===== src/rtl/shf_pkg.sv =====
package shf_pkg;

   // Shift kind as carried on kind_i
   typedef enum logic [1:0] {
      SHK_LSL = 2'd0,
      SHK_LSR = 2'd1,
      SHK_ASR = 2'd2,
      SHK_ROR = 2'd3
   } shift_kind_e;

   // Operation after the amount source and the zero cases are resolved
   typedef enum logic [2:0] {
      SOP_PASS = 3'd0,
      SOP_LSL  = 3'd1,
      SOP_LSR  = 3'd2,
      SOP_ASR  = 3'd3,
      SOP_ROR  = 3'd4,
      SOP_RRX  = 3'd5
   } shift_op_e;

endpackage


===== src/rtl/shf_rotator.sv =====
// Logarithmic right rotator: one mux stage per amount bit.
module shf_rotator #(
   parameter int DATA_W = 32,
   localparam int LOG2W = $clog2(DATA_W)
) (
   input  logic [DATA_W-1:0] data_i,
   input  logic [LOG2W-1:0]  amt_i,
   output logic [DATA_W-1:0] data_o
);

   logic [DATA_W-1:0] stage [LOG2W+1];

   assign stage[0] = data_i;

   for (genvar gi = 0; gi < LOG2W; gi++) begin : g_stage
      localparam int K = 1 << gi;
      assign stage[gi+1] = amt_i[gi] ? {stage[gi][K-1:0], stage[gi][DATA_W-1:K]}
                                     : stage[gi];
   end

   assign data_o = stage[LOG2W];

endmodule


===== src/rtl/shf_amount_norm.sv =====
// Resolves the amount source and maps the zero-amount cases to an operation.
module shf_amount_norm
   import shf_pkg::*;
#(
   parameter int DATA_W    = 32,
   parameter int REG_AMT_W = 8,
   localparam int LOG2W    = $clog2(DATA_W)
) (
   input  shift_kind_e          kind_i,
   input  logic                 from_reg_i,
   input  logic [LOG2W-1:0]     amt_imm_i,
   input  logic [REG_AMT_W-1:0] amt_reg_i,
   output shift_op_e            op_o,
   output logic [REG_AMT_W-1:0] amt_o
);

   shift_op_e kind_op;

   always_comb begin
      unique case (kind_i)
         SHK_LSL: kind_op = SOP_LSL;
         SHK_LSR: kind_op = SOP_LSR;
         SHK_ASR: kind_op = SOP_ASR;
         default: kind_op = SOP_ROR;
      endcase
   end

   always_comb begin
      op_o  = kind_op;
      amt_o = from_reg_i ? amt_reg_i : REG_AMT_W'(amt_imm_i);
      if (from_reg_i) begin
         if (amt_reg_i == '0) op_o = SOP_PASS;
      end else if (amt_imm_i == '0) begin
         unique case (kind_i)
            SHK_LSL: op_o = SOP_PASS;
            SHK_ROR: op_o = SOP_RRX;
            default: amt_o = REG_AMT_W'(DATA_W);
         endcase
      end
   end

endmodule


===== src/rtl/shf_core.sv =====
// Shift datapath: each kind is computed over a one-bit-wider word whose extra bit holds the carry.
module shf_core
   import shf_pkg::*;
#(
   parameter int DATA_W = 32,
   parameter int AMT_W  = 8,
   localparam int LOG2W = $clog2(DATA_W)
) (
   input  shift_op_e         op_i,
   input  logic [AMT_W-1:0]  amt_i,
   input  logic [DATA_W-1:0] data_i,
   input  logic              carry_i,
   output logic [DATA_W-1:0] data_o,
   output logic              carry_o
);

   logic [DATA_W:0]   lsl_w;
   logic [DATA_W:0]   lsr_w;
   logic [DATA_W:0]   asr_w;
   logic [DATA_W-1:0] ror_w;

   // shifts by the word width or more leave zeros (or sign copies for asr)
   assign lsl_w = {1'b0, data_i} << amt_i;
   assign lsr_w = {data_i, 1'b0} >> amt_i;
   assign asr_w = $signed({data_i, 1'b0}) >>> amt_i;

   shf_rotator #(.DATA_W(DATA_W)) i_rot (
      .data_i (data_i),
      .amt_i  (amt_i[LOG2W-1:0]),
      .data_o (ror_w)
   );

   always_comb begin
      unique case (op_i)
         SOP_LSL: begin
            data_o  = lsl_w[DATA_W-1:0];
            carry_o = lsl_w[DATA_W];
         end
         SOP_LSR: begin
            data_o  = lsr_w[DATA_W:1];
            carry_o = lsr_w[0];
         end
         SOP_ASR: begin
            data_o  = asr_w[DATA_W:1];
            carry_o = asr_w[0];
         end
         SOP_ROR: begin
            data_o  = ror_w;
            carry_o = ror_w[DATA_W-1];
         end
         SOP_RRX: begin
            data_o  = {carry_i, data_i[DATA_W-1:1]};
            carry_o = data_i[0];
         end
         default: begin
            data_o  = data_i;
            carry_o = carry_i;
         end
      endcase
   end

endmodule


===== src/rtl/shf_imm_expand.sv =====
// Expands a small constant rotated right by twice its rotate field.
module shf_imm_expand #(
   parameter int DATA_W = 32,
   parameter int IMM_W  = 8,
   parameter int ROT_W  = 4,
   localparam int LOG2W = $clog2(DATA_W)
) (
   input  logic [IMM_W-1:0]  imm_i,
   input  logic [ROT_W-1:0]  rot_i,
   input  logic              carry_i,
   output logic [DATA_W-1:0] data_o,
   output logic              carry_o
);

   logic [DATA_W-1:0] ext_w;
   logic [LOG2W-1:0]  dist_w;

   assign ext_w  = {{(DATA_W-IMM_W){1'b0}}, imm_i};
   assign dist_w = LOG2W'({rot_i, 1'b0});

   shf_rotator #(.DATA_W(DATA_W)) i_rot (
      .data_i (ext_w),
      .amt_i  (dist_w),
      .data_o (data_o)
   );

   assign carry_o = (rot_i == '0) ? carry_i : data_o[DATA_W-1];

endmodule


===== src/rtl/shf_operand_unit.sv =====
module shf_operand_unit
   import shf_pkg::*;
#(
   parameter int DATA_W    = 32,
   parameter int REG_AMT_W = 8,
   parameter int IMM_W     = 8,
   parameter int ROT_W     = 4,
   localparam int LOG2W    = $clog2(DATA_W)
) (
   input  logic [DATA_W-1:0]    operand_i,
   input  logic [1:0]           kind_i,
   input  logic                 amt_from_reg_i,
   input  logic [LOG2W-1:0]     amt_imm_i,
   input  logic [REG_AMT_W-1:0] amt_reg_i,
   input  logic                 carry_i,
   input  logic                 use_imm_i,
   input  logic [IMM_W-1:0]     imm_val_i,
   input  logic [ROT_W-1:0]     imm_rot_i,
   output logic [DATA_W-1:0]    operand_o,
   output logic                 carry_o
);

   // elaboration-time parameter checks
   if ((1 << LOG2W) != DATA_W) begin : g_bad_width
      $error("DATA_W must be a power of two");
   end
   if (REG_AMT_W <= LOG2W) begin : g_bad_amt
      $error("REG_AMT_W must hold the value DATA_W");
   end
   if (IMM_W >= DATA_W) begin : g_bad_imm
      $error("IMM_W must be narrower than DATA_W");
   end
   if (ROT_W + 1 > LOG2W) begin : g_bad_rot
      $error("twice the rotate field must stay below DATA_W");
   end

   shift_op_e            sop;
   logic [REG_AMT_W-1:0] samt;
   logic [DATA_W-1:0]    sh_data;
   logic                 sh_carry;
   logic [DATA_W-1:0]    im_data;
   logic                 im_carry;

   shf_amount_norm #(.DATA_W(DATA_W), .REG_AMT_W(REG_AMT_W)) i_norm (
      .kind_i     (shift_kind_e'(kind_i)),
      .from_reg_i (amt_from_reg_i),
      .amt_imm_i  (amt_imm_i),
      .amt_reg_i  (amt_reg_i),
      .op_o       (sop),
      .amt_o      (samt)
   );

   shf_core #(.DATA_W(DATA_W), .AMT_W(REG_AMT_W)) i_core (
      .op_i    (sop),
      .amt_i   (samt),
      .data_i  (operand_i),
      .carry_i (carry_i),
      .data_o  (sh_data),
      .carry_o (sh_carry)
   );

   shf_imm_expand #(.DATA_W(DATA_W), .IMM_W(IMM_W), .ROT_W(ROT_W)) i_imm (
      .imm_i   (imm_val_i),
      .rot_i   (imm_rot_i),
      .carry_i (carry_i),
      .data_o  (im_data),
      .carry_o (im_carry)
   );

   assign operand_o = use_imm_i ? im_data  : sh_data;
   assign carry_o   = use_imm_i ? im_carry : sh_carry;

endmodule


===== config.mk =====
export PLATFORM = sky130hd
export DESIGN_NAME = shf_operand_unit
export DESIGN_NICKNAME = d
export VERILOG_FILES = /design/src/rtl/shf_pkg.sv /design/src/rtl/shf_rotator.sv /design/src/rtl/shf_amount_norm.sv /design/src/rtl/shf_core.sv /design/src/rtl/shf_imm_expand.sv /design/src/rtl/shf_operand_unit.sv
export SDC_FILE = /design/constraint.sdc
export NUM_CORES = 1
export LEC_CHECK = 0
export ABC_CLOCK_PERIOD_IN_PS = 2900
export BUFFER_PORTS_ARGS = -buffer_cell sky130_fd_sc_hd__buf_2
export CELL_PAD_IN_SITES_DETAIL_PLACEMENT = 1
export CELL_PAD_IN_SITES_GLOBAL_PLACEMENT = 2
export CORE_MARGIN = 10
export CORE_UTILIZATION = 31
export DETAILED_ROUTE_END_ITERATION = 7
export GPL_TIMING_DRIVEN = 0
export PLACE_DENSITY = 0.78
export SLEW_MARGIN = 20
export SYNTH_ARGS = -nofsm -noshare
export SYNTH_HDL_FRONTEND = slang
export SYNTH_SLANG_ARGS = --single-unit

===== constraint.sdc =====
create_clock -name vclk -period 2.9
set_clock_uncertainty 0.15 [all_clocks]
set_input_delay 0.29 -clock vclk [all_inputs]
set_output_delay 0.29 -clock vclk [all_outputs]
set_load 0.01 [all_outputs]

# == Yosys cells after proc, flatten, opt, wreduce, memory -nomap -nowiden ==
# Cells that the tools add are included.
# totals
memories,0
mem_bits_rw,0
output_inout_bits,33
romBits,0
elab_cells,39
latch_bits,0
regBits,0
# classes
magnitude_cmp,0
bitwise_logic,0
mux,23
shift,3
n_addsub,0
reduce_logical,5
eq_ne,8
n_div,0
n_mul,0
# op_table
operator,n
two-way mux 32 bit,10
one-hot mux 32 bit (5 select lines),1
<< shifter 32 x 8 -> 33 bit,1
right shift 33 x 8 -> 33 bit,1
>>> shifter 33 x 8 -> 33 bit,1
two-way mux 8 bit,4
two-way mux 3 bit,3
one-hot mux 3 bit (3 select lines),1
logical NOT 8 bit,1
equality test 3 x 2 -> 1 bit (second input constant),2
equality test 3 bit (second input constant),2
one-hot mux 3 bit (2 select lines),1
logical NOT 5 bit,1
one-hot mux 1 bit (5 select lines),1
equality test 2 bit (second input constant),2
logical NOT 4 bit,1
equality test 3 x 1 -> 1 bit (second input constant),1
equality test 2 x 1 -> 1 bit (second input constant),1
logical NOT 2 bit,1
two-way mux 1 bit,2
OR reduction 2 bit,1

# == Logic depth before layout (Yosys ltp) ==
# Gate-level depths: netlist of run 1.
# depth
word_depth,12
depth_mapped,13
depth_no_buf,10

# == Cells and area by module ==
# Synthesis of run 1 repeated with hierarchy kept, for this count alone.
# hier_totals
cells_unflattened,1251
area_unflattened_um2,11456.0
# by_module_without_submodules
mod,seq_area_each_um2,cells_per_inst,n_inst,area_each_um2
shf_core,0.0,952,1,6746.5
shf_rotator,0.0,116,2,1949.4
shf_operand_unit,0.0,37,1,555.5
shf_amount_norm,0.0,27,1,227.7
shf_imm_expand,0.0,3,1,27.5

# == Least setup slack after synthesis of run 1 ==
# No wires, ideal clock.
# synth_timing
path_kind,in2out
start,input port kind_i[0]
end,output port operand_o[18]
required_ps,2460
arrival_ps,2612
setup_slack_ps,-152
stages,11
path_cell_list,inv_1 ha_1 clkbuf_1 nor4b_1 a21boi_0 o21ai_2 nor2_1 o21ai_0 o21ai_1 nor2_1 o41ai_2
# synth_between
elab_chain_len,12
elab_cells_between_ends,28
cone_classes,eq/ne: 8; shift: 3; mux: 15; reduce/logical: 2
# synth_lines
element,line,source
start: declaration,shf_operand_unit.sv:11,"input logic [1:0] kind_i,"
"parallel branches: the longest is 10 deep, another holds >>> shifter 33 x 8 -> 33 bit",-,
one-hot mux 32 bit (5 select lines) (*),shf_core.sv:34,unique case (op_i)
two-way mux 32 bit (*),shf_operand_unit.sv:70,assign operand_o = use_imm_i ? im_data : sh_data;
end: declaration,shf_operand_unit.sv:19,"output logic [DATA_W-1:0] operand_o,"
# Mark *: on every way between the ends.

# == Worst setup path after layout of run 1 ==
# layout_timing
start,input port amt_imm_i[0]
end,output port operand_o[24]
# layout_between
elab_chain_len,11
elab_cells_between_ends,22
cone_classes,eq/ne: 5; shift: 3; mux: 13; reduce/logical: 1
# layout_lines
element,line,source
start: declaration,shf_operand_unit.sv:13,"input logic [LOG2W-1:0] amt_imm_i,"
"parallel branches: the longest is 9 deep, another holds >>> shifter 33 x 8 -> 33 bit",-,
one-hot mux 32 bit (5 select lines) (*),shf_core.sv:34,
two-way mux 32 bit (*),shf_operand_unit.sv:70,
# Marks and branches as above.

==> impl_results.md, run 1 <==
- Cell Area, Placed: 0.00847 mm2
- Core area: 0.0243 mm2
- Initial antenna violation count: 1
- Post-Synthesis Cells: 1125
- Max incr delay on CP: 0.48 ns
- Fin crit share: 1.23
- Number of distinct library cells after synthesis: 87
- Die Area: 0.0314 mm2
- Area of the mapped netlist: 0.00765 mm2
- Hold depth: 5
- Seq/Total Area, Yosys: 0
- FFs & Latches: 0
- Post-DRT Antenna Nets: 0
- Worst Setup End Kind: output port
- Hold Buf Count CTS: 0
- Slowest CP cell: o22ai_1
- I/O pins: 95
- Routed vias/inst: 7.44
- Final core utilization: 0.505
- Final Hold Viols: 0
- Layout area overhead: 60.4%
- Sequential Area: 0 um2
- CP Launch Point: amt_imm_i[0]
- Worst Path Arrival: 3.12 ns
- Rows: 57
- Relative slew margins: 0.259
- DRC errors left: 0
- GRT Util Overall: 0.384
- Vias in the first global route: 11746
- Starting DRC count in detailed routing: 1837
- Fin nets: 1395
- HP Class: in2out
- Period minus WS final: 3.56 ns
- Filler cells: 2877
- RSZ-0062 raised after global routing: yes
- Avg WL per Cell: 39.6 um
- Worst Hold Endpoint: operand_o[31]
- Vias: 12295
- Delay-heaviest family, CP: compound AO/OA/AOI/OAI gates
- Die H: 177 um
- First-pass GRT wire length: 88100 um
- Failing checks: negative setup slack
- Status: finished, violations left
- Share of layout cells above drive strength 1: 0.495
- Critical Path Fanout Max: 10
- Setup TNS: -16.11 ns
- Max-slew violations: 0
- Final worst-path setup slack: -0.661 ns
- HP Start: carry_i
- Drt pass-1 iters: 5
- Hpwl dp: 47300 um
- Achievable frequency: 281 MHz
- Crit-path cells: buf_8, buf_12, buf_12, clkbuf_4, mux2i_1, o22ai_1, o22ai_1, nor2_1, o21ai_0, o22ai_1, a2111oi_4, o211ai_1, buf_2
- Measured slew at the worst slew-check pin: 1.11 ns
- GRT Residual Overflow: 0
- Buffers and inverters on the worst path: 5
- Mapped Avg Cell Area: 6.80 um2
- Starting density of the core: 0.315
- Design area: 0.0123 mm2
- MaxCap Viol Count: 0
- I/O Buffers: 72
- DRT Wirelength: 65500 um
- Largest net degree at the start of global routing: 11
- Clk_buf instances: 0
- Worst endpoint required time: 2.46 ns
- CP Launch Type: input port
- Syn Nets: 1191
- Final setup fails: 33
- Critical path class: in2out
- Die width: 177 um
- Yosys warns: 0
- Most used cell, CP: o22ai_1
- RD Place Congestion: 1.08
-- how the worst max path moves through the flow --
stage / endpoint / slack [ns] / cells after the start
2_1_floorplan: operand_o[24] / -0.03 / 10
3_3_place_gp: operand_o[3] / -1.66 / 13
3_5_place_dp: operand_o[3] / -1.68 / 13
4_1_cts: operand_o[6] / -0.54 / 11
5_1_grt: operand_o[20] / -0.64 / 13
6_report: operand_o[24] / -0.66 / 13
-- logic make-up after synthesis --
family,synth area share
AO/OA/AOI/OAI,0.342
AND/OR/NAND/NOR,0.218
multiplexers,0.349
buffers and inverters,0.0841
adder cells (fa/ha/maj),0.00654
-- placed cells by master, fill, tap and decap left out, types with 19 or more instances in the layout --
master	Yosys	layout
a21oi_1	63	33
a21oi_2	0	25
buf_2	35	71
buf_4	4	113
buf_6	7	45
clkbuf_2	0	37
mux2i_1	173	104
mux2i_2	5	28
mux2i_4	0	46
mux4_2	28	28
nand2_1	157	135
nor2_1	110	82
o211ai_1	19	19
o21ai_0	71	48
o21ai_1	14	20
o22ai_1	42	28
-- tightest hold or removal path: cells and delay by family --
family | cells | cell delay, ns
simple gates | 1 | 0.05
buf+inv | 2 | 0.22
compound gates | 2 | 0.20
-- per-stage QoR --
step           hold WS (ns)  setup slack (ns)  cells
3_3_place_gp          0.917             -1.66   1521
6_report              0.899            -0.661   1653
2_1_floorplan         0.625           -0.0259   1125
3_5_place_dp          0.917             -1.68   1522
5_1_grt               0.962            -0.641   1652
4_1_cts               0.911            -0.544   1618
-- cell usage after synthesis (6+ instances only) --
cell,instances,area share
a2111oi_0,6,0.0069
a211oi_1,22,0.022
a21oi_1,63,0.041
a221oi_1,7,0.0080
a22o_1,6,0.0069
a22oi_1,18,0.018
a31oi_1,21,0.017
a32oi_1,6,0.0069
and3_1,6,0.0049
buf_1,8,0.0039
buf_2,35,0.023
buf_6,7,0.010
clkbuf_1,67,0.033
inv_1,7,0.0034
mux2_2,15,0.022
mux2i_1,173,0.23
mux4_2,28,0.082
nand2_1,157,0.077
nand3_1,15,0.0098
nand4_1,11,0.0090
nor2_1,110,0.054
nor3_1,24,0.016
nor4_1,10,0.0082
o211ai_1,19,0.019
o21ai_0,71,0.046
o21ai_1,14,0.0092
o221ai_1,7,0.0080
o22ai_1,42,0.034
o31ai_1,10,0.0098
or3_1,9,0.0074
-- layout make-up --
cell class	instances	area, um2	area share
tap	324	405	0.0330
multi-input combinational	992	9130	0.744
inverter	9	33.8	0.00275
buffer	122	970	0.0790
timing repair buffer	204	1730	0.141
antenna	2	5.00	0.000408
-- what timing repair did --
item                                    4_1_cts  5_1_grt
resized for setup                           466      173
pin swaps                                    85       61
setup buffers                                90       35
endpoints found under the setup margin       33       33
cloned                                        7        1
-- layer usage --
layer / GRT usage / part of all wire / vias to the layer above
met5: 0 / 0 / -
met4: 0.207 / 0.079 / 0
met3: 0.104 / 0.14 / 367
met2: 0.574 / 0.41 / 1123
met1: 0.491 / 0.37 / 6031
li1: - / - / 4774
==> run 2, diff against run 1 <==
--- a/config.mk
+++ b/config.mk
@@ -10,11 +10,12 @@
 export CELL_PAD_IN_SITES_DETAIL_PLACEMENT = 1
 export CELL_PAD_IN_SITES_GLOBAL_PLACEMENT = 2
 export CORE_MARGIN = 10
-export CORE_UTILIZATION = 31
+export CORE_UTILIZATION = 37
 export DETAILED_ROUTE_END_ITERATION = 7
 export GPL_TIMING_DRIVEN = 0
-export PLACE_DENSITY = 0.78
+export PLACE_DENSITY = 0.8
 export SLEW_MARGIN = 20
 export SYNTH_ARGS = -nofsm -noshare
 export SYNTH_HDL_FRONTEND = slang
+export SYNTH_HIERARCHICAL = 1
 export SYNTH_SLANG_ARGS = --single-unit
==> run 2 against run 1 <==
The flow still finishes with violations (negative setup slack); clock-buffer cell count is the same; first-iteration DRC count rose by 23%; sequential share of layout area unchanged; global-route usage down 0.33 points; via count is 16% higher; synthesized area up 50%; wire length is 18% higher; design area increased by 14%; synthesized cell count up 11%; critical path type unchanged; critical endpoint is now operand_o[13]; largest cell class unchanged.
==> impl_results.md, run 2 <==
- Rows: 64
- GRT Util Overall: 0.381
- Drt pass-1 iters: 6
- Die H: 196 um
- Fin nets: 1540
- Die width: 196 um
- Starting DRC count in detailed routing: 2263
- Most frequent cells in the layout: mux4_2, buf_2, conb_1, nor2_1, mux2i_1
- First-pass GRT wire length: 107000 um
- Achievable frequency: 229 MHz
- I/O Buffers: 94
- Yosys warns: 6
- Most used cell, CP: buf_8
- Crit-path cells: buf_8, buf_8, mux2_4, buf_8, buf_12, buf_8, mux4_2, mux4_2, mux2_4, mux2i_1, nor2_1, a31oi_1, o21ai_2, a221o_1, mux2_4, buf_6
- Top-area cell type share of the netlist area: 0.318
- Largest net degree at the start of global routing: 13
- Measured slew at the worst slew-check pin: 1.19 ns
- Critical Path Fanout Max: 6
- Die Area: 0.0384 mm2
- Worst endpoint required time: 2.46 ns
- Fin crit share: 1.51
- Post-Synthesis Cells: 1251
- Hpwl dp: 60600 um
- Routed vias/inst: 7.60
- RSZ-0062 raised after global routing: yes
- RD Place Congestion: 1.10
- MaxCap Viol Count: 0
- Max-slew violations: 0
- Vias in the first global route: 13951
- I/O pins: 95
- Starting density of the core: 0.375
- FFs & Latches: 0
- Seq/Total Area, Yosys: 0
- HP Start: use_imm_i
- GRT Residual Overflow: 0
- HP Class: in2out
- DRC errors left: 0
- Final setup fails: 33
- Setup TNS: -43.21 ns
- Critical path class: in2out
- Dominant cells by area after synthesis: mux4_2, mux2_2, mux2i_1, mux2_4, nor2_1
- Synth cell count leaders: mux4_2, mux2_2, nor2_1, mux2i_1, nand2_1
- Initial antenna violation count: 3
- CP Launch Point: amt_from_reg_i
- Number of distinct library cells after synthesis: 94
- Status: finished, violations left
- Worst Setup End Kind: output port
- Mapped Avg Cell Area: 9.16 um2
- Failing checks: negative setup slack
- Top cell type by total area after synthesis: mux4_2
- Most common cell in the netlist: mux4_2
- Core area: 0.0306 mm2
- Period minus WS final: 4.37 ns
- Avg WL per Cell: 41.5 um
- Slowest CP cell: mux4_2
- CP Launch Type: input port
- Sequential Area: 0 um2
- Hold Buf Count CTS: 0
- Final worst-path setup slack: -1.47 ns
- Clk_buf instances: 0
- Layout area overhead: 22.6%
- DRT Wirelength: 77600 um
- Final Hold Viols: 0
- Relative slew margins: 0.194
- Max incr delay on CP: 0.54 ns
- Share of layout cells above drive strength 1: 0.463
- Final core utilization: 0.459
- Most common cell after layout, fill and taps aside: mux4_2
- Post-DRT Antenna Nets: 0
- Worst Path Arrival: 3.93 ns
- Area of the mapped netlist: 0.0115 mm2
- Filler cells: 3595
- Vias: 14209
run 2: changes by cell type after synthesis, moves of 10 or more:
| cell | delta |
|---|---|
| buf_6 | +19 |
| mux2_2 | +86 |
| mux2_4 | +29 |
| mux2i_1 | -89 |
| mux4_2 | +134 |
| nand2_1 | -77 |
| nand3_1 | +10 |
run 2: cell families after synthesis:
logic type,after synthesis,synth area share
adders and majority gates,3,0.00328
AOI/OAI and AO/OA,367,0.219
and+or+nand+nor,314,0.138
buffers and inverters,184,0.100
other,1,0.000327
muxes,382,0.539
run 2: what timing repair did:
action / CTS / global route
buffers inserted: 23 / 9
setup endpoints to repair: 33 / 33
pin swaps: 37 / 40
resized for setup: 154 / 77
run 2: critical path, delay by kind of cell:
kind / cells / cell delay [ns]
and+or+nand+nor: 1 / 0.07
muxes: 6 / 2.12
buffers and inverters: 6 / 0.73
AOI/OAI and AO/OA: 3 / 0.71
run 2: area by class of cell:
class                      instances  area (um2)  share of cell area
multi-input combinational       1163       11400               0.814
buffer                           173        1160              0.0828
inverter                          11        41.3             0.00294
tap                              396         495              0.0353
timing repair buffer             126         916              0.0652
antenna                            1        2.50            0.000178
run 2: final timing paths:
check,slack [ns],to,cells past startpoint
max,-1.47,operand_o[13],16
min,0.84,operand_o[29],3
run 2: through the flow:
step	cell area (um2)	hold slack [ns]	worst slack [ns]	instances
after floorplan	11900	0.677	-0.743	1347
after global placement	12900	0.844	-2.07	1837
after detailed placement	12900	0.847	-1.99	1837
after CTS	13600	0.847	-1.44	1860
after global routing	14000	0.846	-1.53	1869
final	14000	0.835	-1.47	1870
run 2: metal layers:
metal  global-route usage  routed length [um]  up-vias
li1                     -                   -     5446
met1                0.474               28700     7165
met2                0.583               33600     1248
met3                0.102                9290      346
met4                0.219                5860        4
met5                    0                 114        -
